`src/rtl/cfgrf_pkg.sv`:
```
// Shared constants, types and index mapping for the configuration register file.
// Assumes one lone index plus one contiguous block of indices.
package cfgrf_pkg;
    localparam int NUM_SLOTS  = 6;
    localparam int DATA_W     = 8;
    localparam int ADDR_W     = 10;
    localparam int SLOT_W     = $clog2(NUM_SLOTS);
    localparam int BLOCK_LEN  = NUM_SLOTS - 1;
    localparam int NUM_PAIRS  = 2;

    localparam logic [7:0] LONE_IDX   = 8'h01;
    localparam logic [7:0] BLOCK_BASE = 8'h08;

    localparam logic [ADDR_W-1:0] PAIR_A_BASE   = 10'h022;
    localparam logic [ADDR_W-1:0] PAIR_B_BASE   = 10'h026;
    localparam logic [ADDR_W-1:0] MOUSE_ADDR    = 10'h060;
    localparam logic [ADDR_W-1:0] PORTB_ADDR    = 10'h061;
    localparam logic [ADDR_W-1:0] SYSCTL_ADDR   = 10'h092;
    localparam logic [ADDR_W-1:0] FPU_ADDR_EVEN = 10'h0F0;

    typedef struct packed {
        logic              hit;
        logic [SLOT_W-1:0] slot;
    } slot_map_t;

    // Translate a stored index into a register slot and a hit flag.
    function automatic slot_map_t map_index(input logic [7:0] idx);
        slot_map_t r;
        int off;
        r = '0;
        off = int'(idx) - int'(BLOCK_BASE) + 1;
        if (idx == LONE_IDX) begin
            r.hit  = 1'b1;
            r.slot = '0;
        end else if (off >= 1 && off <= BLOCK_LEN) begin
            r.hit  = 1'b1;
            r.slot = SLOT_W'(off);
        end
        return r;
    endfunction
endpackage

```
`src/rtl/cfgrf_port_pair.sv`:
```
// One index/data port pair: saved index and armed flag.
// Assumes io_rd and io_wr are never high together; index port is at BASE,
// data port at BASE+1.
module cfgrf_port_pair
    import cfgrf_pkg::*;
#(
    parameter logic [ADDR_W-1:0] BASE = 10'h022
) (
    input  logic              clk,
    input  logic              rst_n,
    input  logic [ADDR_W-1:0] io_addr,
    input  logic              io_wr,
    input  logic              io_rd,
    input  logic [7:0]        io_wdata,
    output logic              index_hit_o,
    output logic              data_hit_o,
    output logic [7:0]        idx_o,
    output logic              armed_o
);
    localparam logic [ADDR_W-1:0] DATA_ADDR = BASE + 1'b1;

    logic [7:0] idx_q;
    logic       armed_q;

    // Address match for the two ports of this pair.
    always_comb begin
        index_hit_o = (io_addr == BASE);
        data_hit_o  = (io_addr == DATA_ADDR);
    end

    // Index write arms the pair; any data access disarms it.
    always_ff @(posedge clk) begin
        if (!rst_n) begin
            idx_q   <= '0;
            armed_q <= 1'b0;
        end else if (io_wr && index_hit_o) begin
            idx_q   <= io_wdata;
            armed_q <= 1'b1;
        end else if ((io_wr || io_rd) && data_hit_o) begin
            armed_q <= 1'b0;
        end
    end

    assign idx_o   = idx_q;
    assign armed_o = armed_q;
endmodule

```
`src/rtl/cfgrf_regbank.sv`:
```
// Bank of configuration registers with one slot-addressed write port.
// Assumes the caller only asserts we_i for a valid slot.
module cfgrf_regbank
    import cfgrf_pkg::*;
(
    input  logic              clk,
    input  logic              rst_n,
    input  logic              we_i,
    input  logic [SLOT_W-1:0] slot_i,
    input  logic [7:0]        wdata_i,
    output logic [7:0]        regs_o [NUM_SLOTS]
);
    for (genvar s = 0; s < NUM_SLOTS; s++) begin : g_slot
        logic [7:0] val_q;
        // Hold one register; load it when this slot is written.
        always_ff @(posedge clk) begin
            if (!rst_n)
                val_q <= '0;
            else if (we_i && slot_i == SLOT_W'(s))
                val_q <= wdata_i;
        end
        assign regs_o[s] = val_q;
    end
endmodule

```
`src/rtl/cfgrf_io_decode.sv`:
```
// Fixed system-port select strobes, qualified by an active I/O cycle.
// Assumes a full 10-bit address compare.
module cfgrf_io_decode
    import cfgrf_pkg::*;
(
    input  logic [ADDR_W-1:0] io_addr,
    input  logic              io_wr,
    input  logic              io_rd,
    output logic              sel_mouse_clr,
    output logic              sel_port_b,
    output logic              sel_sys_ctl,
    output logic              sel_fpu_clr
);
    logic cyc;

    // Raise the strobe matching the current address during an access.
    always_comb begin
        cyc           = io_wr || io_rd;
        sel_mouse_clr = cyc && (io_addr == MOUSE_ADDR);
        sel_port_b    = cyc && (io_addr == PORTB_ADDR);
        sel_sys_ctl   = cyc && (io_addr == SYSCTL_ADDR);
        sel_fpu_clr   = cyc && (io_addr[ADDR_W-1:1] == FPU_ADDR_EVEN[ADDR_W-1:1]);
    end
endmodule

```
`src/rtl/cfg_index_regfile.sv`:
```
// Top: two indexed port pairs sharing one configuration register bank,
// plus fixed system-port select strobes.
// Assumes single-cycle strobes with io_rd and io_wr mutually exclusive.
module cfg_index_regfile
    import cfgrf_pkg::*;
(
    input  logic                        clk,
    input  logic                        rst_n,
    input  logic [9:0]                  io_addr,
    input  logic                        io_wr,
    input  logic                        io_rd,
    input  logic [7:0]                  io_wdata,
    output logic [7:0]                  io_rdata,
    output logic [NUM_SLOTS*DATA_W-1:0] cfg_bus,
    output logic                        sel_mouse_clr,
    output logic                        sel_port_b,
    output logic                        sel_sys_ctl,
    output logic                        sel_fpu_clr
);
    localparam logic [ADDR_W-1:0] PAIR_BASE [NUM_PAIRS] = '{PAIR_A_BASE, PAIR_B_BASE};

    logic [NUM_PAIRS-1:0] index_hit;
    logic [NUM_PAIRS-1:0] data_hit;
    logic [NUM_PAIRS-1:0] armed_vec;
    logic [7:0]           idx_vec [NUM_PAIRS];
    logic [7:0]           regs [NUM_SLOTS];

    logic       any_data;
    logic       sel_armed;
    logic [7:0] sel_idx;
    slot_map_t  map;
    logic       reg_we;

    for (genvar g = 0; g < NUM_PAIRS; g++) begin : g_pair
        cfgrf_port_pair #(.BASE(PAIR_BASE[g])) u_pair (
            .clk         (clk),
            .rst_n       (rst_n),
            .io_addr     (io_addr),
            .io_wr       (io_wr),
            .io_rd       (io_rd),
            .io_wdata    (io_wdata),
            .index_hit_o (index_hit[g]),
            .data_hit_o  (data_hit[g]),
            .idx_o       (idx_vec[g]),
            .armed_o     (armed_vec[g])
        );
    end

    // Pick the pair whose data port is addressed and map its index.
    always_comb begin
        any_data  = |data_hit;
        sel_idx   = data_hit[1] ? idx_vec[1]   : idx_vec[0];
        sel_armed = data_hit[1] ? armed_vec[1] : armed_vec[0];
        map       = map_index(sel_idx);
        reg_we    = io_wr && any_data && sel_armed && map.hit;
    end

    cfgrf_regbank u_bank (
        .clk     (clk),
        .rst_n   (rst_n),
        .we_i    (reg_we),
        .slot_i  (map.slot),
        .wdata_i (io_wdata),
        .regs_o  (regs)
    );

    // Read data: selected register on an armed valid read, else FFh.
    always_comb begin
        io_rdata = 8'hFF;
        if (io_rd && any_data && sel_armed && map.hit)
            io_rdata = regs[map.slot];
    end

    for (genvar s = 0; s < NUM_SLOTS; s++) begin : g_flat
        assign cfg_bus[s*DATA_W +: DATA_W] = regs[s];
    end

    cfgrf_io_decode u_dec (
        .io_addr       (io_addr),
        .io_wr         (io_wr),
        .io_rd         (io_rd),
        .sel_mouse_clr (sel_mouse_clr),
        .sel_port_b    (sel_port_b),
        .sel_sys_ctl   (sel_sys_ctl),
        .sel_fpu_clr   (sel_fpu_clr)
    );

    logic unused_ok;
    assign unused_ok = |index_hit;
endmodule

```
`config.mk`:
```
export PLATFORM = sky130hd
export DESIGN_NAME = cfg_index_regfile
export DESIGN_NICKNAME = d
export VERILOG_FILES = /design/src/rtl/cfgrf_pkg.sv /design/src/rtl/cfgrf_port_pair.sv /design/src/rtl/cfgrf_regbank.sv /design/src/rtl/cfgrf_io_decode.sv /design/src/rtl/cfg_index_regfile.sv
export SDC_FILE = /design/constraint.sdc
export NUM_CORES = 1
export LEC_CHECK = 0
export ABC_AREA = 1
export CAP_MARGIN = 20
export CELL_PAD_IN_SITES_DETAIL_PLACEMENT = 1
export CELL_PAD_IN_SITES_GLOBAL_PLACEMENT = 2
export CORE_MARGIN = 5
export CORE_UTILIZATION = 25
export CTS_CLUSTER_DIAMETER = 80
export CTS_CLUSTER_SIZE = 30
export DETAILED_ROUTE_END_ITERATION = 10
export PLACE_DENSITY_LB_ADDON = 0.1
export RECOVER_POWER = 100
export SLEW_MARGIN = 30
export SYNTH_ARGS = -nofsm -noshare
export SYNTH_HDL_FRONTEND = slang
export SYNTH_HIERARCHICAL = 1
export SYNTH_SLANG_ARGS = --single-unit
```
`constraint.sdc`:
```
create_clock -name clk -period 4.3 [get_ports clk]
set_input_delay 0.86 -clock clk [delete_from_list [all_inputs] [get_ports clk]]
set_output_delay 0.86 -clock clk [all_outputs]
set_load 0.005 [all_outputs]
```
-- After elaboration in Yosys (flattened, before gate mapping)
Cells that the tools add are included.
- register bits: 66
- bits of input ports: 22
- output and inout port bits: 60
- word-level logic and storage cells: 68
- add/sub/neg operators: 2
- $lt $le $gt $ge: 3
- equal/unequal tests: 14
- multiplexer cells: 12
- bitwise logic cells: 1
- reduce and logical (&&, ||, !) cells: 26
- operators by type and width (operator ; count):
    $eq 10x6->1 const B ; 4
    $mux 8 ; 4
    $bmux 8 s3 ; 1
    $logic_and 1x1->1 ; 21
    $eq 10x7->1 const B ; 2
    $add 9x2->10 const B ; 1
    $eq 10x8->1 const B ; 1
    $ge 10x2->1 const B ; 1
    $le 10x4->1 const B ; 1
    $eq 9x7->1 const B ; 1
    $sub 8x4->9 const B ; 1
    $eq 8x1->1 const B ; 1
    $mux 4 ; 2
    $eq 3x2->1 const B ; 2
    $eq 3x3->1 const B ; 2
    $mux 1 ; 5
    $ge 4x4->1 const B ; 1
    $not 3->4 ; 1
    $reduce_bool 2->1 ; 2
    $eq 3x1->1 const B ; 1
    $logic_not 3->1 ; 1
    $reduce_or 2->1 ; 1
    $logic_or 1x1->1 ; 1

-- Logic depth before layout (Yosys ltp)
- depth after elaboration: 13
- gate-level depth with buffers: 27
- gate-level depth less buffers: 26

-- Cells and area by module
The synthesis kept the hierarchy.
- by module, submodules not included (module ; times used ; cells an instance ; area an instance (um^2)):
    cfgrf_regbank ; 1 ; 281 ; 1961.9
    cfg_index_regfile ; 1 ; 260 ; 1258.7
    cfgrf_port_pair (g_pair[1].u_pair) ; 1 ; 82 ; 540.5
    cfgrf_port_pair (g_pair[0].u_pair) ; 1 ; 72 ; 466.7
    cfgrf_io_decode ; 1 ; 31 ; 127.6

-- Least setup slack after synthesis
OpenSTA, ideal clock, no wires.
- path kind: input to output
- start point: input port io_addr[9]
- end point: output port io_rdata[0]
- arrival: 3.472 ns
- data required time: 3.440 ns
- slack: -0.032 ns
- stages on the path: 22
- path buffers: 1
- cells stage by stage: nor2_2 nand2_2 nor3_1 buf_4 nand2_1 o21a_2 ha_1 inv_1 nand3_1 nand2_1 inv_2 nand2_1 nand2_1 nor2_1 nand2_1 nor2_8 nand3_4 inv_2 nand3_1 nand2_1 nand2_1 nand2_1
- RTL lines (element ; line ; text):
    start: declaration ; cfg_index_regfile.sv:9 ; input logic [9:0] io_addr,
    end: declaration ; cfg_index_regfile.sv:13 ; output logic [7:0] io_rdata,

-- Worst setup path after layout
- start point: input port io_addr[9]
- end point: output port io_rdata[5]
- longest elaborated chain between the ends: 13
- elaborated cells between the ends (all ways): 21
- those cells by class: add/sub (2); order compare (2); eq/ne (3); mux (8); bitwise (1); reduce/logical (5)
- RTL lines (element ; line ; text):
    $eq 10x6->1 (*) ; cfgrf_port_pair.sv:28 ; data_hit_o = (io_addr == DATA_ADDR);
    net data_hit[1] ; cfg_index_regfile.sv:23 ; logic [NUM_PAIRS-1:0] data_hit;
    $mux 8 ; cfg_index_regfile.sv:52 ; sel_idx = data_hit[1] ? idx_vec[1] : idx_vec[0];
    $sub 8x4->9 ; cfgrf_pkg.sv:31 ; off = int'(idx) - int'(BLOCK_BASE) + 1;
    $add 9x2->10 ; cfgrf_pkg.sv:31 ;
    $ge 10x2->1 / $le 10x4->1 (equally long branches) ; cfgrf_pkg.sv:35 ; end else if (off >= 1 && off <= BLOCK_LEN) begin
    $logic_and 1x1->1 ; cfgrf_pkg.sv:35 ;
    $mux 4 ; cfgrf_pkg.sv:35 ;
    $mux 4 ; cfgrf_pkg.sv:32 ; if (idx == LONE_IDX) begin
    $not 3->4 (implied by the code) ; cfg_index_regfile.sv:71 ; io_rdata = regs[map.slot];
    $bmux 8 s3 ; cfg_index_regfile.sv:71 ;
    $mux 8 (implied by the code) (2 in a row) ; cfg_index_regfile.sv:71 ;
    $mux 8 (*) ; cfg_index_regfile.sv:70 ; if (io_rd && any_data && sel_armed && map.hit)
The timed path passes the listed nets; every way through them passes the cells marked *. The select of a mux whose other input is x is not followed.

==> run summary <==
* sky130_fd_sc_hd__clkbuf_16 — clock tree root buffer cell
* 0 — number of hold buffers added after CTS
* 21 — count of cells along the worst register-to-register path
* 4.59 — number of vias per cell
* 0 — antenna diode count
* 724 — synthesized instance count
* 17200 um^2 — core region area
* 6800 um^2 — final instance area
* 101% — post-route clock period utilization
* 0.34 ns — clk_lat worst skew
* 18900 um — drt total wl
* 281 — violation count after the first detailed-routing iteration
* 4.33 ns — minimum clock period
* input pin — CP startpoint kind
* 0 — initial antenna violation count
* 3.47 ns — Arr. time, crit path
* 0.189 mV — maximum VDD drop
* 0.847 — placer congestion estimate
* 5108 — vias after detailed routing
* 25.3% — Initial Utilization
* g_pair[0].u_pair/armed_o — Worst Hold Endpoint
* 6 — synthesis warning total
* 49.7% — worst slew slack as a fraction of its limit
* 751 — Synthesized Nets
* 5 — first-pass iteration count of the detailed router
* 19.0% — overall fraction of global-route tracks in use
* 142 um — die height
* 56.5% — area growth from synthesis to final layout
* 66 — clk sink count
* 8 — largest fanout of any net on the critical path
* true — RSZ-0062 raised after global routing
* 2 — worst hold path cell count
* 142 um — horizontal extent of the die
* 3 — number of levels the H-tree was split into
* 1.55 mW — total power of the final layout
* yes — CTS tree
* 6.8% — combinational share of power
* 231 MHz — fmax
* 0 — number of antenna-violating nets in the routed design
* 81 — count of input and output buffers
* 0 — final hold violation count
* 0 — post-detailed-route DRC marker count
* reg2reg — path category of the worst min-delay check
* 4350 um^2 — netlist area before placement
* 2 — maximum clock insertion buffer count
* 0 — Final Max Tran Viols
* 0 — leftover overflow at the end of global routing
* setup timing — failing checks
* 3.22 nW — P_leak
* 13600 um — HPWL after DPL
* 911 — Layout Nets
* 20100 um^2 — die footprint
* 0 — Maximum Capacitance Violations
* 6 — Setup-failing EPs final
* g_pair[0].u_pair/idx_o[3] — start of the worst register-to-register path
* 5780 um^2 — instance area after placement
* -0.0347 ns — worst path setup slack after routing
* g_pair[0].u_pair/armed_o — Hold Startpoint
* 48 — number of placement rows
* 17.0 um — average wire length per cell after detail routing
* 228 nW/um^2 — areal power density over the cells
* 1.17 mW — internal cell power
* 0.00897 ns — Clock Skew
* 385 uW — net switching power figure
* 6.00 um^2 — per-instance average area after synthesis
* 82 — number of top-level pins
* 39.4% — share of total power in sequential cells
* 0.06 ns — clk slew on worst S/H paths
* 53.8% — Clock power frac
* u_bank/g_slot[2].val_q[6] — RR Endpoint
* 9 — cts bufs inserted
* 67 — pin count of the biggest net entering global routing
* 3.44 ns — critical path required time
* output pin — CP Capture Type
* 5359 — via count of the first global-routing pass
* 0.752 ns — transition time at the pin with the least slew margin
* 29800 um — first-pass GRT wire length
* 24.8% — switching share of power
* in2out — worst setup path class
* 27.1% — share of final-layout standard cells stronger than drive strength 1
* -0.0893 ns — total negative setup slack
* 1.29 ns — setup slack of the worst register-to-register path
* finished, violations left — outcome
## registers in the layout, summed over array words and instances (netlist names)
signal and cells:
u_bank/g_slot.val_q 48, g_pair.u_pair/armed_o 2, g_pair.u_pair/idx_o 16
## timing repair
| action | in CTS | in global routing |
|---|---|---|
| cloned | 3 | 0 |
| gates resized for setup | 144 | 60 |
| buffers inserted | 34 | 1 |
| pin swaps | 40 | 40 |
| endpoints found under the setup margin | 8 | 8 |
## power by group through the flow
stage / clock network, mW / logic [mW] / registers, mW
after detailed placement: 0 / 0.104 / 0.625
after global placement: 0 / 0.103 / 0.625
after floorplan: 0 / 0.0456 / 0.625
final: 0.833 / 0.106 / 0.611
after CTS: 0.856 / 0.106 / 0.611
after global routing: 0.873 / 0.116 / 0.611
## layout by cell type, fill, tap and decap left out, drive strengths merged
cell / count
nor3: 1
o21a: 1
nand4: 36
nor2: 179
nand3b: 1
o21ai: 3
clkdlybuf4s15: 3
nand2: 200
nand3: 88
bufinv: 2
dlygate4sd3: 53
clkinv: 4
and3: 1
xor2: 1
dfxtp: 66
clkbuf: 10
inv: 108
clkdlybuf4s50: 9
ha: 5
or2: 3
buf: 105
a21oi: 10
## critical path, stage by stage
cell and delay, ns:
sky130_fd_sc_hd__buf_8 0.10, sky130_fd_sc_hd__nor2_4 0.11, sky130_fd_sc_hd__nand2_2 0.08, sky130_fd_sc_hd__nor3_4 0.16, sky130_fd_sc_hd__buf_6 0.19, sky130_fd_sc_hd__buf_4 0.14
sky130_fd_sc_hd__nand2_2 0.07, sky130_fd_sc_hd__nand2_4 0.08, sky130_fd_sc_hd__inv_4 0.04, sky130_fd_sc_hd__ha_4 0.16, sky130_fd_sc_hd__nand3_2 0.08, sky130_fd_sc_hd__nor2_4 0.05
sky130_fd_sc_hd__nand2_1 0.07, sky130_fd_sc_hd__nand2_1 0.06, sky130_fd_sc_hd__nor2_2 0.12, sky130_fd_sc_hd__nand2_4 0.08, sky130_fd_sc_hd__nor2_8 0.10, sky130_fd_sc_hd__buf_8 0.15
sky130_fd_sc_hd__nand3_4 0.10, sky130_fd_sc_hd__buf_6 0.14, sky130_fd_sc_hd__buf_6 0.13, sky130_fd_sc_hd__nand3_2 0.08, sky130_fd_sc_hd__nand2_2 0.06, sky130_fd_sc_hd__nand2_2 0.07
sky130_fd_sc_hd__nand2_2 0.06, sky130_fd_sc_hd__buf_6 0.12
## worst max-delay path by stage
| stage | startpoint | endpoint | cells past startpoint |
|---|---|---|---|
| 2_1_floorplan | io_addr[9] | io_rdata[0] | 22 |
| 3_3_place_gp | io_addr[9] | io_rdata[7] | 26 |
| 5_1_grt | io_addr[9] | io_rdata[7] | 25 |
| 6_report | io_addr[9] | io_rdata[5] | 26 |
| 3_5_place_dp | io_addr[9] | io_rdata[7] | 26 |
| 4_1_cts | io_addr[6] | io_rdata[7] | 26 |
## through the flow
stage / setup WS, ns / std cells / util [%] / hold slack [ns]
after floorplan: 0.136 / 724 / - / 0.434
after global placement: -0.950 / 1062 / 33.6 / 0.450
after detailed placement: -1.02 / 1062 / 33.6 / 0.468
after CTS: -0.0711 / 1114 / 38.6 / 0.478
after global routing: -0.218 / 1114 / 39.6 / 0.495
final: -0.0347 / 1114 / 39.6 / 0.471
## metal layers
layer / track usage [%] / vias up / wire [um]
met5: 0 / - / 0
met4: 4.95 / 0 / 231
met3: 3.44 / 15 / 899
met2: 30.1 / 111 / 8620
met1: 26.7 / 2415 / 9180
li1: - / 2567 / -
## final cells by class
cell class                      instances  area [um^2]
Multi-Input combinational cell        529         2850
Sequential cell                        66         1320
Clock inverter                          7          103
Inverter                              107          422
Clock buffer                            9          225
Fill cell                            2190        10400
Timing Repair Buffer                  171         1600
Tap cell                              225          282
Note: power is estimated with default switching activity, not from simulation.
